## config.mk

```make
export PLATFORM = sky130hd
export DESIGN_NAME = lpt_prefilter
export DESIGN_NICKNAME = d
export VERILOG_FILES = /design/src/rtl/lpt_pkg.sv /design/src/rtl/lpt_sync2.sv /design/src/rtl/lpt_src_edge.sv /design/src/rtl/lpt_div.sv /design/src/rtl/lpt_glitch.sv /design/src/rtl/lpt_prefilter.sv
export SDC_FILE = /design/constraint.sdc
export NUM_CORES = 1
export LEC_CHECK = 0
export BUFFER_PORTS_ARGS = -buffer_cell sky130_fd_sc_hd__buf_2
export CAP_MARGIN = 20
export CORE_AREA = 4 4 70 98
export DETAILED_ROUTE_END_ITERATION = 7
export DIE_AREA = 0 0 74 102
export PLACE_DENSITY = 0.75
export SYNTH_ARGS = -nofsm -noshare
export SYNTH_HDL_FRONTEND = slang
export SYNTH_SLANG_ARGS = --single-unit
```

## constraint.sdc

```tcl
create_clock -name clk -period 2 [get_ports clk]
set_input_delay 0.3 -clock clk [delete_from_list [all_inputs] [get_ports clk]]
set_output_delay 0.3 -clock clk [all_outputs]
set_load 0.01 [all_outputs]
```

## src/rtl/lpt_pkg.sv

```systemverilog
package lpt_pkg;
    typedef enum logic [2:0] {
        ST_OFF,
        ST_DIVIDE,
        ST_FILTER,
        ST_PASS,
        ST_BLOCKED
    } lpt_state_e;
endpackage

```

## src/rtl/lpt_sync2.sv

```systemverilog
module lpt_sync2 (
    input  logic clk,
    input  logic rst_n,
    input  logic async_i,
    output logic level_o,
    output logic rise_o
);
    logic meta_q, lvl_q, prev_q;

    always_ff @(posedge clk or negedge rst_n) begin
        if (!rst_n) begin
            meta_q <= 1'b0;
            lvl_q  <= 1'b0;
            prev_q <= 1'b0;
        end else begin
            meta_q <= async_i;
            lvl_q  <= meta_q;
            prev_q <= lvl_q;
        end
    end

    assign level_o = lvl_q;
    assign rise_o  = lvl_q & ~prev_q;
endmodule

```

## src/rtl/lpt_src_edge.sv

```systemverilog
module lpt_src_edge #(
    parameter int NSRC  = 4,
    parameter int SEL_W = $clog2(NSRC)
) (
    input  logic             clk,
    input  logic             rst_n,
    input  logic [NSRC-1:0]  src_i,
    input  logic [SEL_W-1:0] sel_i,
    output logic             rise_o
);
    logic cur, prev_q;

    assign cur = src_i[sel_i];

    always_ff @(posedge clk or negedge rst_n) begin
        if (!rst_n) prev_q <= 1'b0;
        else        prev_q <= cur;
    end

    assign rise_o = cur & ~prev_q;
endmodule

```

## src/rtl/lpt_div.sv

```systemverilog
module lpt_div #(
    parameter int CNT_W = 16
) (
    input  logic             clk,
    input  logic             rst_n,
    input  logic             clr_i,
    input  logic             tick_i,
    input  logic [CNT_W-1:0] lim_i,
    output logic             tc_o,
    output logic [CNT_W-1:0] cnt_o
);
    logic [CNT_W-1:0] cnt_q;

    assign tc_o = tick_i && (cnt_q == lim_i);

    always_ff @(posedge clk or negedge rst_n) begin
        if (!rst_n)      cnt_q <= '0;
        else if (clr_i)  cnt_q <= '0;
        else if (tc_o)   cnt_q <= '0;
        else if (tick_i) cnt_q <= cnt_q + 1'b1;
    end

    assign cnt_o = cnt_q;
endmodule

```

## src/rtl/lpt_glitch.sv

```systemverilog
module lpt_glitch #(
    parameter int CNT_W = 16
) (
    input  logic             clk,
    input  logic             rst_n,
    input  logic             clr_i,
    input  logic             tick_i,
    input  logic             raw_i,
    input  logic [CNT_W-1:0] lim_i,
    output logic             acc_rise_o
);
    logic [CNT_W-1:0] cnt_q;
    logic             lvl_q;
    logic             accept;

    assign accept     = !clr_i && (raw_i != lvl_q) && tick_i && (cnt_q == lim_i);
    assign acc_rise_o = accept && raw_i;

    always_ff @(posedge clk or negedge rst_n) begin
        if (!rst_n) begin
            cnt_q <= '0;
            lvl_q <= 1'b0;
        end else if (clr_i) begin
            cnt_q <= '0;
            lvl_q <= raw_i;
        end else if (raw_i == lvl_q) begin
            cnt_q <= '0;
        end else if (accept) begin
            cnt_q <= '0;
            lvl_q <= raw_i;
        end else if (tick_i) begin
            cnt_q <= cnt_q + 1'b1;
        end
    end
endmodule

```

## src/rtl/lpt_prefilter.sv

```systemverilog
module lpt_prefilter #(
    parameter int CODE_W = 4,
    parameter int NSRC   = 4,
    parameter int SEL_W  = $clog2(NSRC)
) (
    input  logic              clk,
    input  logic              rst_n,
    input  logic              en_i,
    input  logic              cfg_we_i,
    input  logic              cfg_pulse_i,
    input  logic [CODE_W-1:0] cfg_code_i,
    input  logic              cfg_bypass_i,
    input  logic [SEL_W-1:0]  cfg_sel_i,
    input  logic [NSRC-1:0]   src_i,
    input  logic              pin_i,
    output logic              step_o
);
    import lpt_pkg::*;

    localparam int CNT_W    = 2 ** CODE_W;
    localparam int MAX_CODE = CNT_W - 1;

    logic              pulse_q, byp_q;
    logic [CODE_W-1:0] code_q;
    logic [SEL_W-1:0]  sel_q;
    lpt_state_e        state_q, state_d;
    logic [CNT_W-1:0]  div_lim, filt_lim, div_cnt;
    logic              src_rise, pin_lvl, pin_rise, div_tc, filt_rise;
    logic              clr, step_d;

    // settings load only while disabled
    always_ff @(posedge clk or negedge rst_n) begin
        if (!rst_n) begin
            pulse_q <= 1'b0;
            byp_q   <= 1'b0;
            code_q  <= '0;
            sel_q   <= '0;
        end else if (cfg_we_i && !en_i) begin
            pulse_q <= cfg_pulse_i;
            byp_q   <= cfg_bypass_i;
            code_q  <= cfg_code_i;
            sel_q   <= cfg_sel_i;
        end
    end

    // terminal counts: 2^(N+1)-1 for the divider, 2^N-1 for the filter
    assign div_lim  = {CNT_W{1'b1}} >> (CODE_W'(MAX_CODE) - code_q);
    assign filt_lim = div_lim >> 1;
    assign clr      = (state_q == ST_OFF);

    lpt_sync2 i_sync (
        .clk     (clk),
        .rst_n   (rst_n),
        .async_i (pin_i),
        .level_o (pin_lvl),
        .rise_o  (pin_rise)
    );

    lpt_src_edge #(.NSRC(NSRC), .SEL_W(SEL_W)) i_edge (
        .clk    (clk),
        .rst_n  (rst_n),
        .src_i  (src_i),
        .sel_i  (sel_q),
        .rise_o (src_rise)
    );

    lpt_div #(.CNT_W(CNT_W)) i_div (
        .clk    (clk),
        .rst_n  (rst_n),
        .clr_i  (clr),
        .tick_i (src_rise),
        .lim_i  (div_lim),
        .tc_o   (div_tc),
        .cnt_o  (div_cnt)
    );

    lpt_glitch #(.CNT_W(CNT_W)) i_filt (
        .clk        (clk),
        .rst_n      (rst_n),
        .clr_i      (clr),
        .tick_i     (src_rise),
        .raw_i      (pin_lvl),
        .lim_i      (filt_lim),
        .acc_rise_o (filt_rise)
    );

    // next-state selection
    always_comb begin
        if (!en_i)             state_d = ST_OFF;
        else if (byp_q)        state_d = ST_PASS;
        else if (!pulse_q)     state_d = ST_DIVIDE;
        else if (code_q == '0) state_d = ST_BLOCKED;
        else                   state_d = ST_FILTER;
    end

    // state register
    always_ff @(posedge clk or negedge rst_n) begin
        if (!rst_n) state_q <= ST_OFF;
        else        state_q <= state_d;
    end

    // outputs
    always_comb begin
        unique case (state_q)
            ST_OFF:     step_d = 1'b0;
            ST_DIVIDE:  step_d = div_tc;
            ST_FILTER:  step_d = filt_rise;
            ST_PASS:    step_d = pulse_q ? pin_rise : src_rise;
            ST_BLOCKED: step_d = 1'b0;
            default:    step_d = 1'b0;
        endcase
    end

    always_ff @(posedge clk or negedge rst_n) begin
        if (!rst_n) step_o <= 1'b0;
        else        step_o <= en_i && step_d;
    end
endmodule

```

## Word level (Yosys, flattened, before mapping)

Cells that the tools add are included.

| word-level totals | value |
|---|---|
| register bits | 49 |
| input bits | 17 |
| output and inout bits | 1 |
| logic and storage cells | 63 |

| cells by class | value |
|---|---|
| add/sub/neg operators | 3 |
| order comparisons | 1 |
| equality and inequality tests | 8 |
| shift-type cells | 1 |
| mux-type cells | 18 |
| bitwise logic cells | 4 |
| reduce and logical (&&, ||, !) cells | 15 |

Operator list:

| operator | count |
|---|---|
| $mux 16 | 7 |
| $add 16x1->16 const B | 2 |
| $eq 16x15->1 | 1 |
| $eq 16x16->1 | 1 |
| $shr 16x4->16 const A | 1 |
| $mux 3 | 4 |
| $logic_and 1x1->1 | 7 |
| $eq 3x2->1 const B | 2 |
| $mux 1 | 5 |
| $logic_not 4->1 | 1 |
| $reduce_bool 4->1 | 1 |
| $sub 4x4->4 const A | 1 |
| $eq 3x1->1 const B | 1 |
| $logic_not 3->1 | 1 |
| $lt 2x3->1 const B | 1 |
| $pmux 1 s3 | 1 |
| $reduce_bool 3->1 | 1 |
| $and 1x1->1 | 2 |
| $bmux 1 s2 | 1 |
| $logic_not 1->1 | 2 |
| $ne 2x1->1 const B | 1 |
| $not 1->1 | 2 |
| $reduce_and 2->1 | 1 |
| $reduce_bool 2->1 | 1 |
| other kinds (2) | 2 |

## Longest topological paths before layout

| logic depth | value |
|---|---|
| word-level depth | 8 |
| depth in mapped cells | 10 |
| depth with buffers taken out | 6 |

## Cells and area by module

From an unflattened synthesis, not the netlist that was laid out.

| second synthesis, totals | value |
|---|---|
| cell total of the unflattened synthesis | 307 |
| area, all modules | 2984.1 um^2 |

Modules (own cells, without submodules):

| module | times used | cells each | area an instance (um^2) | sequential area each (um^2) |
|---|---|---|---|---|
| lpt_glitch | 1 | 121 | 1123.6 | 425.4 |
| lpt_div | 1 | 117 | 1096.1 | 400.4 |
| lpt_prefilter | 1 | 62 | 614.3 | 300.3 |
| lpt_sync2 | 1 | 4 | 88.8 | 75.1 |
| lpt_src_edge | 1 | 3 | 61.3 | 25.0 |

## Worst setup path after synthesis

Ideal clock, no wire load.

| timing | value |
|---|---|
| kind | reg-to-reg |
| start point | register code_q[3] |
| end point | register i_filt.cnt_q[10] |
| setup time | 0.145 ns |
| arrival time | 1.924 ns |
| required time | 1.855 ns |
| setup slack | -0.069 ns |
| stages on the path, launching flop included | 9 |
| path buffers | 2 |
| clock period less this slack | 2.069 ns |
| cell sequence | dfrtp_1 -> buf_6 -> nor4_2 -> o21ai_1 -> a221o_1 -> nor4_4 -> and4_4 -> buf_12 -> nor3_2 |

| between the ends | value |
|---|---|
| cells in the longest elaborated chain, start to end | 7 |
| elaborated cells between the ends (all ways) | 8 |
| classes of those cells | 1 x add/sub; 1 x eq/ne; 1 x shift; 3 x mux; 2 x reduce/logical |

RTL lines:

| element | line | RTL |
|---|---|---|
| start: declaration | lpt_prefilter.sv:24 | `logic [CODE_W-1:0] code_q;` |
| start signal: assignment | lpt_prefilter.sv:41 | `code_q <= cfg_code_i;` |
| $sub 4x4->4 * | lpt_prefilter.sv:47 | `assign div_lim = {CNT_W{1'b1}} >> (CODE_W'(MAX_CODE) - code_q);` |
| $shr 16x4->16 * | lpt_prefilter.sv:47 |  |
| $eq 16x15->1 * | lpt_glitch.sv:16 | `assign accept = !clr_i && (raw_i != lvl_q) && tick_i && (cnt_q == lim_i);` |
| $logic_and 1x1->1 * | lpt_glitch.sv:16 |  |
| $mux 16 | lpt_glitch.sv:28 | `end else if (accept) begin` |
| $mux 16 | lpt_glitch.sv:26 | `end else if (raw_i == lvl_q) begin` |
| $mux 16 | lpt_glitch.sv:23 | `end else if (clr_i) begin` |
| end signal: assignment | lpt_glitch.sv:32 | `cnt_q <= cnt_q + 1'b1;` |
| end: declaration | lpt_glitch.sv:12 | `logic [CNT_W-1:0] cnt_q;` |

Every way passes the cells marked *; elsewhere a longest branch is shown, timed or not.
A chain may end at the register's enable or synchronous reset.

## Final worst setup path

| timing | value |
|---|---|
| start point | register code_q[3] |
| end point | register i_div.cnt_q[4] (netlist: i_div.cnt_o[4]) |

| between the ends | value |
|---|---|
| cells in the longest elaborated chain, start to end | 6 |
| elaborated cells between the ends (all ways) | 7 |
| classes of those cells | 1 x add/sub; 1 x eq/ne; 1 x shift; 2 x mux; 2 x reduce/logical |

RTL lines:

| element | line | RTL |
|---|---|---|
| $sub 4x4->4 * | lpt_prefilter.sv:47 |  |
| $shr 16x4->16 * | lpt_prefilter.sv:47 |  |
| $eq 16x16->1 * | lpt_div.sv:14 | `assign tc_o = tick_i && (cnt_q == lim_i);` |
| $logic_and 1x1->1 * | lpt_div.sv:14 |  |
| $mux 16 | lpt_div.sv:19 | `else if (tc_o) cnt_q <= '0;` |
| $mux 16 | lpt_div.sv:18 | `else if (clr_i) cnt_q <= '0;` |
| end signal: assignment | lpt_div.sv:20 | `else if (tick_i) cnt_q <= cnt_q + 1'b1;` |
| end: declaration | lpt_div.sv:12 | `logic [CNT_W-1:0] cnt_q;` |

Marked as above.

==> flow_metrics.env <==
export IMPL_whs_ns=0.07802
export IMPL_clock_latency_ns=0.31
export IMPL_rsz0062_at_grt="yes"
export IMPL_antenna_found_initial=0
export IMPL_rows=34
export IMPL_wl_per_cell_um=18.39
export IMPL_async_flop_share=1.000
export IMPL_syn_inst=365
export IMPL_drive_gt1_frac=0.3504
export IMPL_antennaDiodeCount=0
export IMPL_ys_ff_latch=49
export IMPL_place_area_sq_um=3852
export IMPL_cts_max_level=2
export IMPL_synth_top_cell_by_area="dfrtp_1"
export IMPL_ir_drop_v=0.0005452
export IMPL_final_core_util=0.6948
export IMPL_root_buffer="clkbuf_8"
export IMPL_dr_pass1_iters=6
export IMPL_numClockSinks=49
export IMPL_p_int_uw=1773
export IMPL_status="finished with violations"
export IMPL_synth_mux_area_frac=0.02423
export IMPL_violations="negative setup slack"
export IMPL_via_per_inst=6.219
export IMPL_placed_cells=501
export IMPL_drt_iter0_markers=217
export IMPL_crit_type="flop to flop"
export IMPL_synth_nets=384
export IMPL_grt_overflow=0
export IMPL_finalHoldViolations=0
export IMPL_crit_path_start_kind="flop"
export IMPL_synth_fa_ha_area_frac=0.007692
export IMPL_fmax_mhz=453.3
export IMPL_timing_final_ws_setup_ns=-0.2058
export IMPL_final_cell_mix="buf_4 (74), dfrtp_1 (46), nand2_1 (27), nor3_1 (23), nor2_1 (19)"
export IMPL_worst_slew_pin_slew_ns=0.6298
export IMPL_cts_path_max_buffers=2
export IMPL_period_needed_ns=2.206
export IMPL_critPathArrivalTime_ns=2.41
export IMPL_finalSetupViolations=33
export IMPL_ys_flop_type="dfrtp_1"
export IMPL_ys_seq_area_frac=0.3769
export IMPL_port_buffers=17
export IMPL_fin_worst_skew_ns=0.01727
export IMPL_drc=0
export IMPL_clkPwrFrac=0.237
export IMPL_period_share=1.103
export IMPL_maxCapViolations=0
export IMPL_hp_class="primary input to async pin"
export IMPL_pwr_share_comb=0.346
export IMPL_p_switching_uw=947.0
export IMPL_grt_start_max_net_pins=50
export IMPL_synth_top_area_frac=0.3769
export IMPL_drt_total_wl_um=9564
export IMPL_yosysUniqueCellTypes=71
export IMPL_syn2layout_area_growth_pct=29.92
export IMPL_syn_area_per_cell_sq_um=8.913
export IMPL_switching_share=0.3481
export IMPL_grt_pass1_wl_um=15300
export IMPL_fillCellCount=458
export IMPL_timing_slew_headroom=0.5801
export IMPL_design_area_sq_um=4227
export IMPL_coreArea_sq_um=6083
export IMPL_ys_top_cells_by_area="dfrtp_1 (38%), xnor2_1 (4.3%), nor3_1 (3.7%)"
export IMPL_finalWeightedCongestion=0.9479
export IMPL_die_w_um=74
export IMPL_synthSimpleGateAreaFrac=0.2931
export IMPL_required_ns=2.21
export IMPL_numCtsBuffers=5
export IMPL_regToRegEndpoint="i_div.cnt_o[4]"
export IMPL_fin_cells=520
export IMPL_r2r_cells=9
export IMPL_synth_compound_area_frac=0.1642
export IMPL_start_util=0.5348
export IMPL_synth_top_family_by_area="simple AND/OR/NAND/NOR gates"
export IMPL_cp_max_fo=7
export IMPL_drv_slew=0
export IMPL_final_common_cell="buf_4"
export IMPL_ff2ff_setup_slack_ns=-0.21
export IMPL_dpl_hpwl_um=6638
export IMPL_io_pins=18
export IMPL_synth_edf_count=0
export IMPL_antenna_left=0
export IMPL_power_density_nw_per_um2=643.7
export IMPL_grt_use_total=0.2576
export IMPL_die_area_sq_um=7548
export IMPL_sequentialPowerShare=0.417
export IMPL_cts_tree="yes"
export IMPL_clk_pin_slew_ns=0.11
export IMPL_vias=3234
export IMPL_leakage_uw=0.001742
export IMPL_multi_input_area_sq_um=1981
export IMPL_r2r_start="code_q[3]"
export IMPL_yosys_warnings=0
export IMPL_nets=466
export IMPL_netlist_area_sq_um=3253
export IMPL_cp_end_kind="flop"
export IMPL_grt_pass1_vias=3169
export IMPL_die_height_um=102
export IMPL_regArea_sq_um=1230
export IMPL_synthXorXnorAreaFrac=0.07269
-- area by class of cell --
class	count	share of cell area
Timing Repair Buffer	98	0.1835
Sequential cell	49	0.2910
Inverter	14	0.01243
Clock buffer	5	0.01628
Multi-Input combinational cell	279	0.4686
Tap cell	72	0.02131
Clock inverter	3	0.006809
-- what timing repair did --
item,in CTS,in global routing
buffers inserted,4,5
hold buffers,0,0
cloned,2,1
gates resized for setup,14,26
setup endpoints to repair,33,33
pin swaps,10,19
-- synthesized netlist by cell type, types with 7 or more instances --
master	instances
a21oi_1	18
buf_2	10
dfrtp_1	49
inv_1	14
nand2_1	31
nand2b_1	7
nand3_1	17
nand4_1	11
nor2_1	20
nor2b_1	8
nor3_1	24
nor3_2	11
nor4_1	8
o21ai_0	17
xnor2_1	16
xor2_1	11
-- sequential cells by signal (all words and copies together) (netlist names) --
| name | flops |
|---|---|
| i_edge.prev_q | 1 |
| state_q | 3 |
| i_div.cnt_o | 16 |
| i_sync.prev_q | 1 |
| i_filt.lvl_q | 1 |
| byp_q | 1 |
| code_q | 4 |
| i_filt.cnt_q | 16 |
| i_sync.meta_q | 1 |
| pulse_q | 1 |
| sel_q | 2 |
| i_sync.level_o | 1 |
| step_o | 1 |
-- power groups by stage --
stage,logic [uW],registers [uW],clock network (uW)
after floorplan,474,1120,0
after global placement,784,1150,0
after detailed placement,800,1150,0
after CTS,863,1130,649
after global routing,1020,1150,689
final,941,1140,644
-- cell families after synthesis --
group | after synthesis
XOR/XNOR | 27
adder cells (fa/ha/maj) | 2
flip-flops | 49
AND/OR/NAND/NOR | 166
AO/OA/AOI/OAI | 77
multiplexers | 6
buffers and inverters | 38
-- through the flow --
step | power [uW] | worst slack [ns] | TNS, ns
after floorplan | 1598 | -0.06150 | -0.6150
after global placement | 1931 | -0.1155 | -2.607
after detailed placement | 1950 | -0.1804 | -3.962
after CTS | 2643 | -0.1864 | -4.378
after global routing | 2850 | -0.2697 | -7.414
final | 2720 | -0.2058 | -5.105
-- worst max path at each step --
| stage | start | end | slack [ns] |
|---|---|---|---|
| after floorplan | i_filt.cnt_q[9] | i_filt.cnt_q[10] | -0.06 |
| after global placement | code_q[2] | step_o | -0.12 |
| after detailed placement | code_q[2] | i_filt.cnt_q[2] | -0.18 |
| after CTS | code_q[3] | i_filt.cnt_q[2] | -0.19 |
| after global routing | code_q[3] | i_div.cnt_o[7] | -0.27 |
| final | code_q[3] | i_div.cnt_o[4] | -0.21 |
-- critical path, stage by stage, from the launching register on --
cell       delay (ns)
dfrtp_2          0.46
buf_12           0.15
buf_12           0.12
a211o_1          0.22
o22a_1           0.23
a2111oi_2        0.35
and4_4           0.29
buf_6            0.11
buf_16           0.11
nor3_1           0.05
-- routing by layer --
metal,vias up,GRT usage,share of wire
li1,1487,-,-
met1,1550,0.3178,0.39
met2,143,0.4358,0.51
met3,54,0.02854,0.051
met4,0,0.1353,0.054
met5,-,0,0
No activity file was read; power rests on OpenSTA's default activity.
